$ cat src/rtl/vsel_pkg.sv
package vsel_pkg;

   // Decoded intent of one register write
   typedef struct packed {
      logic arm;      // change-enable written as 1
      logic commit;   // select write accepted inside an open window
   } vsel_wr_cmd_t;

   // Width of a counter able to hold values 0..max_val
   function automatic int unsigned cnt_width(input int unsigned max_val);
      return (max_val < 2) ? 1 : $clog2(max_val + 1);
   endfunction

endpackage

$ cat src/rtl/vsel_unlock_timer.sv
module vsel_unlock_timer #(
   parameter int unsigned WINDOW = 4
) (
   input  logic clk,
   input  logic rst_n,
   input  logic arm,
   input  logic commit,
   output logic open
);
   localparam int unsigned CNT_W = vsel_pkg::cnt_width(WINDOW);
   localparam logic [CNT_W-1:0] LOAD_VAL = CNT_W'(WINDOW);

   logic [CNT_W-1:0] cnt_q;
   logic [CNT_W-1:0] cnt_d;

   always_comb begin
      if (arm)
         cnt_d = LOAD_VAL;
      else if (commit)
         cnt_d = '0;
      else if (cnt_q != '0)
         cnt_d = cnt_q - CNT_W'(1);
      else
         cnt_d = cnt_q;
   end

   always_ff @(posedge clk or negedge rst_n) begin
      if (!rst_n)
         cnt_q <= '0;
      else
         cnt_q <= cnt_d;
   end

   assign open = (cnt_q != '0);

endmodule

$ cat src/rtl/vsel_suppress_ctl.sv
module vsel_suppress_ctl (
   input  logic clk,
   input  logic rst_n,
   input  logic window_open,
   input  logic commit,
   input  logic instr_done,
   output logic suppress
);
   logic pend_q;
   logic pend_d;

   // A commit has priority: a retire pulse seen with the commit
   // belongs to the committing write itself.
   always_comb begin
      if (commit)
         pend_d = 1'b1;
      else if (instr_done)
         pend_d = 1'b0;
      else
         pend_d = pend_q;
   end

   always_ff @(posedge clk or negedge rst_n) begin
      if (!rst_n)
         pend_q <= 1'b0;
      else
         pend_q <= pend_d;
   end

   assign suppress = window_open | pend_q;

endmodule

$ cat src/rtl/vsel_bits_store.sv
module vsel_bits_store #(
   parameter int unsigned DATA_W  = 8,
   parameter int unsigned SEL_BIT = 1,
   parameter int unsigned EN_BIT  = 0
) (
   input  logic              clk,
   input  logic              rst_n,
   input  logic              wr_en,
   input  logic [DATA_W-1:0] wr_data,
   input  logic              commit,
   input  logic              window_open,
   output logic              sel,
   output logic [DATA_W-1:0] rd_data
);
   logic sel_q;

   always_ff @(posedge clk or negedge rst_n) begin
      if (!rst_n)
         sel_q <= 1'b0;
      else if (commit)
         sel_q <= wr_data[SEL_BIT];
   end

   assign sel = sel_q;

   for (genvar b = 0; b < DATA_W; b++) begin : g_bit
      if (b == SEL_BIT) begin : g_sel
         assign rd_data[b] = sel_q;
      end else if (b == EN_BIT) begin : g_en
         assign rd_data[b] = window_open;
      end else begin : g_plain
         logic bit_q;
         always_ff @(posedge clk or negedge rst_n) begin
            if (!rst_n)
               bit_q <= 1'b0;
            else if (wr_en)
               bit_q <= wr_data[b];
         end
         assign rd_data[b] = bit_q;
      end
   end

endmodule

$ cat src/rtl/vsel_lock_reg.sv
module vsel_lock_reg #(
   parameter int unsigned DATA_W  = 8,
   parameter int unsigned SEL_BIT = 1,
   parameter int unsigned EN_BIT  = 0,
   parameter int unsigned WINDOW  = 4
) (
   input  logic              clk,
   input  logic              rst_n,
   input  logic              wr_en,
   input  logic [DATA_W-1:0] wr_data,
   input  logic              instr_done,
   output logic              vsel,
   output logic [DATA_W-1:0] rd_data,
   output logic              irq_suppress
);
   import vsel_pkg::*;

   initial begin
      if (DATA_W < 2)        $fatal(1, "DATA_W must be at least 2");
      if (SEL_BIT >= DATA_W) $fatal(1, "SEL_BIT outside register");
      if (EN_BIT >= DATA_W)  $fatal(1, "EN_BIT outside register");
      if (SEL_BIT == EN_BIT) $fatal(1, "SEL_BIT and EN_BIT must differ");
      if (WINDOW < 1)        $fatal(1, "WINDOW must be at least 1");
   end

   vsel_wr_cmd_t cmd;
   logic         win_open;

   always_comb begin
      cmd.arm    = wr_en &  wr_data[EN_BIT];
      cmd.commit = wr_en & ~wr_data[EN_BIT] & win_open;
   end

   vsel_unlock_timer #(
      .WINDOW (WINDOW)
   ) u_timer (
      .clk    (clk),
      .rst_n  (rst_n),
      .arm    (cmd.arm),
      .commit (cmd.commit),
      .open   (win_open)
   );

   vsel_suppress_ctl u_supp (
      .clk         (clk),
      .rst_n       (rst_n),
      .window_open (win_open),
      .commit      (cmd.commit),
      .instr_done  (instr_done),
      .suppress    (irq_suppress)
   );

   vsel_bits_store #(
      .DATA_W  (DATA_W),
      .SEL_BIT (SEL_BIT),
      .EN_BIT  (EN_BIT)
   ) u_store (
      .clk         (clk),
      .rst_n       (rst_n),
      .wr_en       (wr_en),
      .wr_data     (wr_data),
      .commit      (cmd.commit),
      .window_open (win_open),
      .sel         (vsel),
      .rd_data     (rd_data)
   );

endmodule

$ cat config.mk
export PLATFORM = sky130hd
export DESIGN_NAME = vsel_lock_reg
export DESIGN_NICKNAME = d
export VERILOG_FILES = /design/src/rtl/vsel_pkg.sv /design/src/rtl/vsel_unlock_timer.sv /design/src/rtl/vsel_suppress_ctl.sv /design/src/rtl/vsel_bits_store.sv /design/src/rtl/vsel_lock_reg.sv
export SDC_FILE = /design/constraint.sdc
export NUM_CORES = 1
export LEC_CHECK = 0
export ABC_AREA = 0
export BUFFER_PORTS_ARGS = -buffer_cell sky130_fd_sc_hd__buf_2
export CAP_MARGIN = 10
export CORE_AREA = 2 2 39 41
export DETAILED_ROUTE_END_ITERATION = 8
export DIE_AREA = 0 0 41 43
export PLACE_DENSITY = 0.71
export SLEW_MARGIN = 20
export SYNTH_ARGS = -nofsm -noshare
export SYNTH_HDL_FRONTEND = slang
export SYNTH_SLANG_ARGS = --single-unit
$ cat constraint.sdc
create_clock -name clk -period 3.1 [get_ports clk]
set_input_delay 0.465 -clock clk [delete_from_list [all_inputs] [get_ports clk]]
set_output_delay 0.465 -clock clk [all_outputs]
set_load 0.02 [all_outputs]
==> qor.yml, run 1 <==
clkSlewWorstSetupHoldPaths_ns: 0.07
drcViolationCount: 0
synth-edff-count: 0
synth_top_area_share_pct: 49.2
reg2reg_depth: 5
clock_skew_ns: 0.00443
rsz0062_at_grt: "false"
vias: 344
cts_tree: "built"
cts_buffers: 3
fin_setup_tns_ns: 0
coreArea_um2: 1380
postRouteWirelength_um: 826
cts_resized: 0
yosysWarnings: 0
syn-cell-area_um2: 559
p_leak_nw: 0.319
synthFlopType: "dfrtp_1"
dp_hpwl_um: 657
gp_congestion: 0.581
drv_cap: 0
grt_pass1_wl_mm: 1.24
cp.required_ns: 2.63
reg2reg_to: "u_store.sel$_DFFE_PN0P_"
async_reset_ff_share_pct: 100
cts-root-buf: "clkbuf_4"
initial_core_util_pct: 40.4
die-height_um: 43
n_antenna_cell: 0
clock_latency_ns: 0.26
ios: 22
fin_crit_sh_pct: 61.9
antenna_found_initial: 0
ys_top_cells_by_area: "dfrtp_1 49%, mux2_2 12%, buf_4 11%, ha_1 4.5%, inv_1 3.4%"
cts_hold_buffers: 0
die_w_um: 41
status: "finished clean"
internal_power_w: 0.000314
drv_slew: 0
globalRouteOverflowTotal: 0
io_buffers: 21
clkPwrFrac_pct: 19.2
power_switching_w: 0.000180
drt_iter0_markers: 0
track_usage_pct: 10.6
power_density_nw_per_um2: 790
ys_ff_latch: 11
crit_path_start_kind: "register"
synth_most_common_cell: "dfrtp_1"
vias_per_cell: 4.53
r2r_slack_ns: 1.51
synth_cell_type_count: 15
grt_max_degree: 12
cts_setup_buffers: 0
seq_area_frac_synth_pct: 49.2
setup_viol: 0
rows: 14
worstSetupPathType: "reg -> out"
worstMarginPinSlew_ns: 0.383
die_area_um2: 1760
slew_headroom_pct: 74.2
fin_crit_ns: 1.92
drtPass1Iterations: 1
hold_violations: 0
syn_area_per_cell_um2: 12.4
worstPathArrival_ns: 1.45
r2r_start: "u_timer.cnt_q[0]$_DFFE_PN0P_"
seqPwrFrac_pct: 40.2
cp-end-kind: "primary output"
grt_pass1_vias: 325
synth_top_cell_by_area: "dfrtp_1"
nNetsFinal: 75
synth_nets: 59
wl_per_cell_um: 10.9
p_comb_share_pct: 40.6
syn_inst: 45
h-tree-depth: 1
clock.fmax_mhz: 521
placed_cells_incl_taps: 72
ant_nets: 0
clockBufferDepth: 2
drive_above_1_share_pct: 55.0
path_max_fanout: 9
synth_common_cells: "11 x dfrtp_1, 8 x buf_4, 6 x mux2_2"
hp-class: "in -> async"
numClockSinks: 11
p_sw_share_pct: 36.4
peakVddDrop_uv: 304
instances_no_fill: 76
syn_to_final_growth_pct: 11.9
## critical path: stages, from the launching register on
cell      delay [ns]
dfrtp_1         0.40
inv_1           0.07
ha_1            0.14
ha_1            0.34
nand2b_1        0.08
buf_2           0.16
## layout by cell type (no fill, tap or decap), types with 2 or more instances in the layout
cell type	count
dfrtp_1	11
mux2_2	6
ha_1	2
inv_1	5
clkbuf_4	3
a31o_2	2
nor3_1	2
buf_2	21
nand2_1	2
## state kept, by name (all words and copies together) (netlist names)
| name | count |
|---|---|
| u_supp.pend_q | 1 |
| u_timer.cnt_q | 3 |
| u_store.sel | 1 |
| u_store.g_bit.g_plain.bit_q | 6 |
## layout make-up
type                       count  area (um2)
clock buffer                   4        26.3
tap                           16        20.0
timing repair buffer          21         105
multi-input combinational     19         180
fill                         128         758
sequential                    11         275
inverter                       5        18.8
## power by group through the flow
stage	registers (W)	logic (W)	clock network, W
2_1_floorplan	0.000207	0.000182	0
3_3_place_gp	0.000200	0.000195	0
3_5_place_dp	0.000202	0.000207	0
4_1_cts	0.000199	0.000207	0.000100
5_1_grt	0.000203	0.000225	0.000103
6_report	0.000199	0.000201	0.0000948
## metrics by stage
step	setup slack (ns)	total power (W)	utilization (%)	area, um2	hold slack [ns]
2_1_floorplan	1.59	0.000388	-	559	0.169
3_3_place_gp	1.50	0.000395	43.3	599	0.345
3_5_place_dp	1.46	0.000408	43.3	599	0.351
4_1_cts	1.16	0.000506	45.2	626	0.0610
5_1_grt	1.06	0.000530	45.2	626	0.0756
6_report	1.18	0.000494	45.2	626	0.0589
## worst max path at each step
stage                                  from           end  slack (ns)  depth (start not counted)
2_1_floorplan  u_timer.cnt_q[0]$_DFFE_PN0P_  irq_suppress        1.59                          5
3_3_place_gp   u_timer.cnt_q[0]$_DFFE_PN0P_  irq_suppress        1.50                          5
3_5_place_dp   u_timer.cnt_q[0]$_DFFE_PN0P_  irq_suppress        1.46                          5
4_1_cts        u_timer.cnt_q[0]$_DFFE_PN0P_  irq_suppress        1.16                          5
5_1_grt        u_timer.cnt_q[0]$_DFFE_PN0P_  irq_suppress        1.06                          5
6_report       u_timer.cnt_q[0]$_DFFE_PN0P_  irq_suppress        1.18                          5
## cell families after synthesis
kind of cell             after synthesis  synth area share (%)
multiplexers                           7                  14.1
AO/OA/AOI/OAI                          4                  6.04
AND/OR/NAND/NOR                        6                  7.61
flip-flops                            11                  49.2
buffers and inverters                 15                  18.6
adder cells (fa/ha/maj)                2                  4.47
## per-layer routing
metal / up-vias / global-route usage, % / share of wire, %
met1: 160 / 13.9 / 44
met4: 0 / 4.00 / 0
li1: 173 / - / -
met5: - / 0 / 0
met3: 0 / 4.71 / 5.6
met2: 11 / 15.0 / 50
No activity file was read; power rests on OpenSTA's default activity.
==> run 2: changes to the inputs <==
- CORE_AREA: 2 2 39 41 -> default
- CORE_UTILIZATION: default -> 40
- DIE_AREA: 0 0 41 43 -> default
- PLACE_DENSITY: 0.71 -> 0.7
- clock period: 3.1 -> 1.7 ns (I/O delays scaled with it)
==> run 2 against run 1 <==
Effect of this change: largest power group unchanged; routed wire length shrank 2.1%; clock-buffer cell count is the same; cell count grew 2.6%; highest routed layer unchanged.
==> qor.yml, run 2 (synthesis results as in run 1) <==
status: "finished clean"
cp-end-kind: "primary output"
numClockSinks: 11  # unchanged
clockBufferDepth: 2  # unchanged
track_usage_pct: 13.1  # +2.4 points
place_ws_ns: 0.203  # -1.26 ns
antenna_found_initial: 0  # unchanged
ff_latch_area_um2: 275  # unchanged
vias: 349  # +1.5%
rows: 13  # -1
fin_area_um2: 667  # +6.6%
fin_setup_tns_ns: 0  # unchanged
slew_headroom_pct: 81.9  # +7.7 points
vias_per_cell: 4.47  # -1.1%
grt_pass1_wl_mm: 1.30  # +4.4%
ant_nets: 0  # unchanged
worstMarginPinSlew_ns: 0.269  # -0.114 ns
io_buffers: 21  # unchanged
cp_slowest_cell: "dfrtp_1"
mostFrequentLayoutCell: "buf_2"
place_area_um2: 606  # +1.0%
worstSetupPathType: "reg -> out"
cp.required_ns: 1.44  # -1.19 ns
postRouteWirelength_um: 809  # -2.1%
die_area_um2: 1550  # -12%
globalRouteOverflowTotal: 0  # unchanged
die-height_um: 39.4  # -8.4%
h-tree-depth: 1  # unchanged
ios: 22  # unchanged
drv_cap: 0  # unchanged
fin_util_pct: 51.2  # +6.0 points
finalPower_w: 0.000977  # +98%
coreArea_um2: 1300  # -6.0%
worstPathArrival_ns: 1.36  # -0.09 ns
n_antenna_cell: 0  # unchanged
grt_max_degree: 12  # unchanged
crit_path_start_kind: "register"
syn_to_final_growth_pct: 19.2
nFillCells: 133  # +3.9%
largest_register: "u_store.g_bit.g_plain.bit_q"
drcViolationCount: 0  # unchanged
drive_above_1_share_pct: 58.7  # +3.7 points
clkSlewWorstSetupHoldPaths_ns: 0.07  # about the same
cts_tree: "built"
nNetsFinal: 78  # +4.0%
p_leak_nw: 0.334  # +4.6%
hp-class: "in -> reg"
most-common-layout-cells: "20 x buf_2, 11 x dfrtp_1, 6 x mux2_2"
fin_crit_sh_pct: 94.9
layout_setup_ws_ns: 0.0870  # -1.10 ns
clock_skew_ns: 0.00104  # -0.00339 ns
cts-root-buf: "clkbuf_4"
drv_slew: 0  # unchanged
drt_iter0_markers: 3  # +3
hold_violations: 0  # unchanged
max_stage_delay_ns: 0.38  # -0.02 ns
path_max_fanout: 7  # -2
clock.fmax_mhz: 620
rsz0062_at_grt: "false"
dp_hpwl_um: 633  # -3.6%
drtPass1Iterations: 2  # +1
wl_per_cell_um: 10.4  # -4.6%
gp_congestion: 0.637  # +9.7%
clock_latency_ns: 0.26  # about the same
grt_pass1_vias: 322  # -0.92%
setup_viol: 0  # unchanged
reg.largest.list: "u_store.g_bit.g_plain.bit_q x6, u_timer.cnt_q x3"
multiInputGateArea_um2: 195  # +8.3%
initial_core_util_pct: 43.0  # +2.6 points
largest_register_ffs: 6  # unchanged
cts_buffers: 3  # unchanged
fin_crit_ns: 1.61
die_w_um: 39.4  # -3.9%
peakVddDrop_uv: 640  # +110%
path_cells: "inv_1 > ha_2 > ha_4 > buf_4 > inv_1 > buf_4"
power_density_nw_per_um2: 1470  # +85%
[run 2: cell type report]
type / instances / area share (%)
Sequential cell: 11 / 41.3
Multi-Input combinational cell: 19 / 29.3
Timing Repair Buffer: 24 / 19.9
Clock buffer: 4 / 3.94
Inverter: 5 / 2.81
Tap cell: 15 / 2.81
[run 2: worst max-delay path: cells and delay by family, from the launching register on]
family	cells	cell delay, ns
buf+inv	4	0.38
flops	1	0.38
fa+ha+maj	2	0.33
[run 2: routing by layer]
metal	global-route usage, %	vias to the layer above	share of wire, %
li1	-	179	-
met1	14.5	159	41
met2	23.3	11	55
met3	1.70	0	4.6
met4	7.76	0	0
met5	0	-	0
[run 2: worst paths after layout]
| kind | startpoint | to | slack (ns) | cells after the start |
|---|---|---|---|---|
| min in group asynchronous | rst_n | u_store.g_bit[3].g_plain.bit_q$_DFFE_PN0P_ | 0.38 | 2 |
| setup reg to reg | u_timer.cnt_q[0]$_DFFE_PN0P_ | u_store.sel$_DFFE_PN0P_ | 0.30 | 5 |
| setup / recovery | u_timer.cnt_q[0]$_DFFE_PN0P_ | rd_data[0] | 0.09 | 6 |
| max in group asynchronous | rst_n | u_timer.cnt_q[0]$_DFFE_PN0P_ | 1.12 | 2 |
| hold reg to reg | u_supp.pend_q$_DFFE_PN0P_ | u_supp.pend_q$_DFFE_PN0P_ | 0.47 | 1 |
| hold / removal | wr_data[1] | u_store.sel$_DFFE_PN0P_ | 0.21 | 2 |
[run 2: power by group]
group | switching [W] | internal (W) | leakage [nW]
clock network | 0.0000816 | 0.0000906 | 0.0150
logic | 0.000230 | 0.000215 | 0.187
registers | 0.0000318 | 0.000328 | 0.132
[run 2: timing repair]
item                                    CTS  global route
gates resized for setup                   1             3
pin swaps                                 0             0
hold endpoints to repair                 11             0
buffers inserted                          1             0
endpoints found under the setup margin    1             1
hold buffers                              1             0
[run 2: stage by stage]
stage / hold WS (ns) / instances
floorplan: -0.0406 / 45
global placement: 0.133 / 72
detailed placement: 0.133 / 72
CTS: 0.199 / 78
global route: 0.205 / 78
finish: 0.209 / 78
==> run 3: changes to the inputs <==
- BUFFER_PORTS_ARGS: -buffer_cell sky130_fd_sc_hd__buf_2 -> default
- DONT_BUFFER_PORTS: default -> 1
- PLACE_DENSITY: 0.7 -> default
==> run 3 against run 2 <==
Effect of this change: setup slack better by 0.040 ns; clock-buffer cell count stayed put; fmax is 2.5% higher; critical path depth shrank 2; first-iteration DRC count is 130% higher; global-route usage is 0.26 points higher; combinational power fell by 40%; non-clock buffer count fell by 22; cell count shrank 28%; register-to-register slack got worse by 0.14 ns; clock power fell by 4%; power shrank 13%; largest power group is now registers; highest routed layer is now met4.
==> qor.yml, run 3 (synthesis results as in run 1) <==
instances_no_fill: 56  # -28%
path_cells: "inv_1 > ha_1 > ha_1 > nand2b_1"
clkPwrFrac_pct: 19.3  # +1.7 points
crit_top_cell: "ha_1"
p_leak_nw: 0.247  # -26%
cts_buffers: 3  # unchanged
drive_above_1_share_pct: 31.7  # -27 points
wl_per_cell_um: 14.5  # +40%
clock_skew_ns: 0.00215  # +0.00111 ns
cp.required_ns: 1.44  # about the same
crit_end: "irq_suppress"
rows: 13  # unchanged
worstSetupPathType: "reg -> out"
n_antenna_cell: 0  # unchanged
rsz0062_at_grt: "false"
placed_cells_incl_taps: 51  # -29%
slew_headroom_pct: 68.2  # -14 points
coreArea_um2: 1300  # unchanged
cts_setup_buffers: 0  # -1
setup_viol: 0  # unchanged
worstMarginPinSlew_ns: 0.476  # +0.207 ns
status: "finished clean"
postRouteWirelength_um: 814  # +0.62%
hp-class: "in -> reg"
r2r_start: "u_timer.cnt_q[0]$_DFFE_PN0P_"
reg2reg_to: "u_store.sel$_DFFE_PN0P_"
cp_top_family: "adder cells"
ant_nets: 0  # unchanged
worstPathArrival_ns: 1.32  # -0.04 ns
ios: 22  # unchanged
die_w_um: 39.4  # unchanged
grt_pass1_wl_mm: 1.25  # -3.8%
dp_hpwl_um: 677  # +6.9%
cp-end-kind: "primary output"
largest_register_ffs: 6  # unchanged
reg2reg_depth: 5  # unchanged
cp-startpoint: "u_timer.cnt_q[0]$_DFFE_PN0P_"
cp_slowest_cell: "dfrtp_1"
cts_resized: 0  # -1
cp.depth: 4  # -2
p_comb_share_pct: 31.3  # -14 points
path_max_fanout: 4  # -3
syn_to_final_growth_pct: -4.03
drtPass1Iterations: 3  # +1
mostFrequentLayoutCell: "dfrtp_1"
numClockSinks: 11  # unchanged
reg.largest.list: "u_store.g_bit.g_plain.bit_q x6, u_timer.cnt_q x3"
gp_congestion: 0.566  # -11%
clkSlewWorstSetupHoldPaths_ns: 0.06  # about the same
drv_cap: 0  # unchanged
clockBufferDepth: 2  # unchanged
r2r_slack_ns: 0.16  # -0.14 ns
power_density_nw_per_um2: 1590  # +8.5%
antenna_found_initial: 0  # unchanged
h-tree-depth: 1  # unchanged
peakVddDrop_uv: 671  # +4.9%
initial_core_util_pct: 43.0  # unchanged
globalRouteOverflowTotal: 0  # unchanged
hold_violations: 0  # unchanged
drcViolationCount: 0  # unchanged
vias: 289  # -17%
seqPwrFrac_pct: 49.4  # +13 points
nNetsFinal: 56  # -28%
p_sw_share_pct: 36.8  # +1.6 points
die-height_um: 39.4  # unchanged
fin_setup_tns_ns: 0  # unchanged
fin_crit_ns: 1.57  # -0.0397 ns
internal_power_w: 0.000539  # -15%
cts-root-buf: "clkbuf_4"
vias_per_cell: 5.16  # +15%
io_buffers: 0  # -100%
largest_register: "u_store.g_bit.g_plain.bit_q"
grt_max_degree: 12  # unchanged
track_usage_pct: 13.3  # +0.26 points
fin_crit_sh_pct: 92.5  # -2.3 points
max_stage_delay_ns: 0.37  # about the same
die_area_um2: 1550  # unchanged
crit_path_start_kind: "register"
critPathBufInv: 1  # -3
power_switching_w: 0.000314  # -8.6%
drt_iter0_markers: 7  # +4
clock.fmax_mhz: 636  # +2.5%
cts_hold_buffers: 1  # unchanged
drv_slew: 0  # unchanged
grt_pass1_vias: 288  # -11%
clock_latency_ns: 0.26  # about the same
cts_tree: "built"
most-common-layout-cells: "11 x dfrtp_1, 6 x mux2_2, 5 x inv_1"
run 3: changes by cell type in the layout (fill, tap and decap cells not counted), sizes merged:
cell	change
buf	-22
run 3: layout make-up:
type	count	area, um2
Inverter	5	18.8
Timing Repair Buffer	2	17.5
Sequential cell	11	275
Tap cell	15	18.8
Clock buffer	4	26.3
Fill cell	131	764
Multi-Input combinational cell	19	180
run 3: stage by stage:
| stage | setup WS (ns) | cell area (um2) | total power, W | hold WS [ns] | util, % |
|---|---|---|---|---|---|
| CTS | 0.102 | 537 | 0.000875 | 0.132 | 41.3 |
| global placement | 0.239 | 500 | 0.000659 | -0.0404 | 38.5 |
| floorplan | 0.204 | 559 | 0.000708 | -0.0406 | - |
| detailed placement | 0.155 | 500 | 0.000696 | -0.0404 | 38.5 |
| global route | 0.0543 | 537 | 0.000923 | 0.118 | 41.3 |
| finish | 0.127 | 537 | 0.000853 | 0.145 | 41.3 |
run 3: worst min-delay path by stage:
stage,startpoint,endpoint,slack [ns],depth (start not counted)
after detailed placement,rst_n,u_store.g_bit[4].g_plain.bit_q$_DFFE_PN0P_,-0.04,0
after global routing,wr_data[5],u_store.g_bit[5].g_plain.bit_q$_DFFE_PN0P_,0.12,1
after CTS,wr_data[5],u_store.g_bit[5].g_plain.bit_q$_DFFE_PN0P_,0.13,1
after global placement,rst_n,u_store.g_bit[4].g_plain.bit_q$_DFFE_PN0P_,-0.04,0
final,wr_data[3],u_store.g_bit[3].g_plain.bit_q$_DFFE_PN0P_,0.14,1
after floorplan,rst_n,u_store.g_bit[2].g_plain.bit_q$_DFFE_PN0P_,-0.04,0
run 3: power groups by stage:
stage | clock network, W | registers [W] | logic [W]
5_1_grt | 0.000196 | 0.000430 | 0.000297
3_3_place_gp | 0 | 0.000421 | 0.000238
2_1_floorplan | 0 | 0.000377 | 0.000331
4_1_cts | 0.000177 | 0.000424 | 0.000274
3_5_place_dp | 0 | 0.000430 | 0.000267
6_report | 0.000165 | 0.000421 | 0.000267
run 3: per-layer routing:
metal / share of wire (%) / vias up / GRT usage (%)
met5: 0 / - / 0
met4: 0.49 / 0 / 7.76
met3: 5.9 / 2 / 5.68
met2: 60 / 9 / 25.0
met1: 33 / 145 / 11.3
li1: - / 133 / -
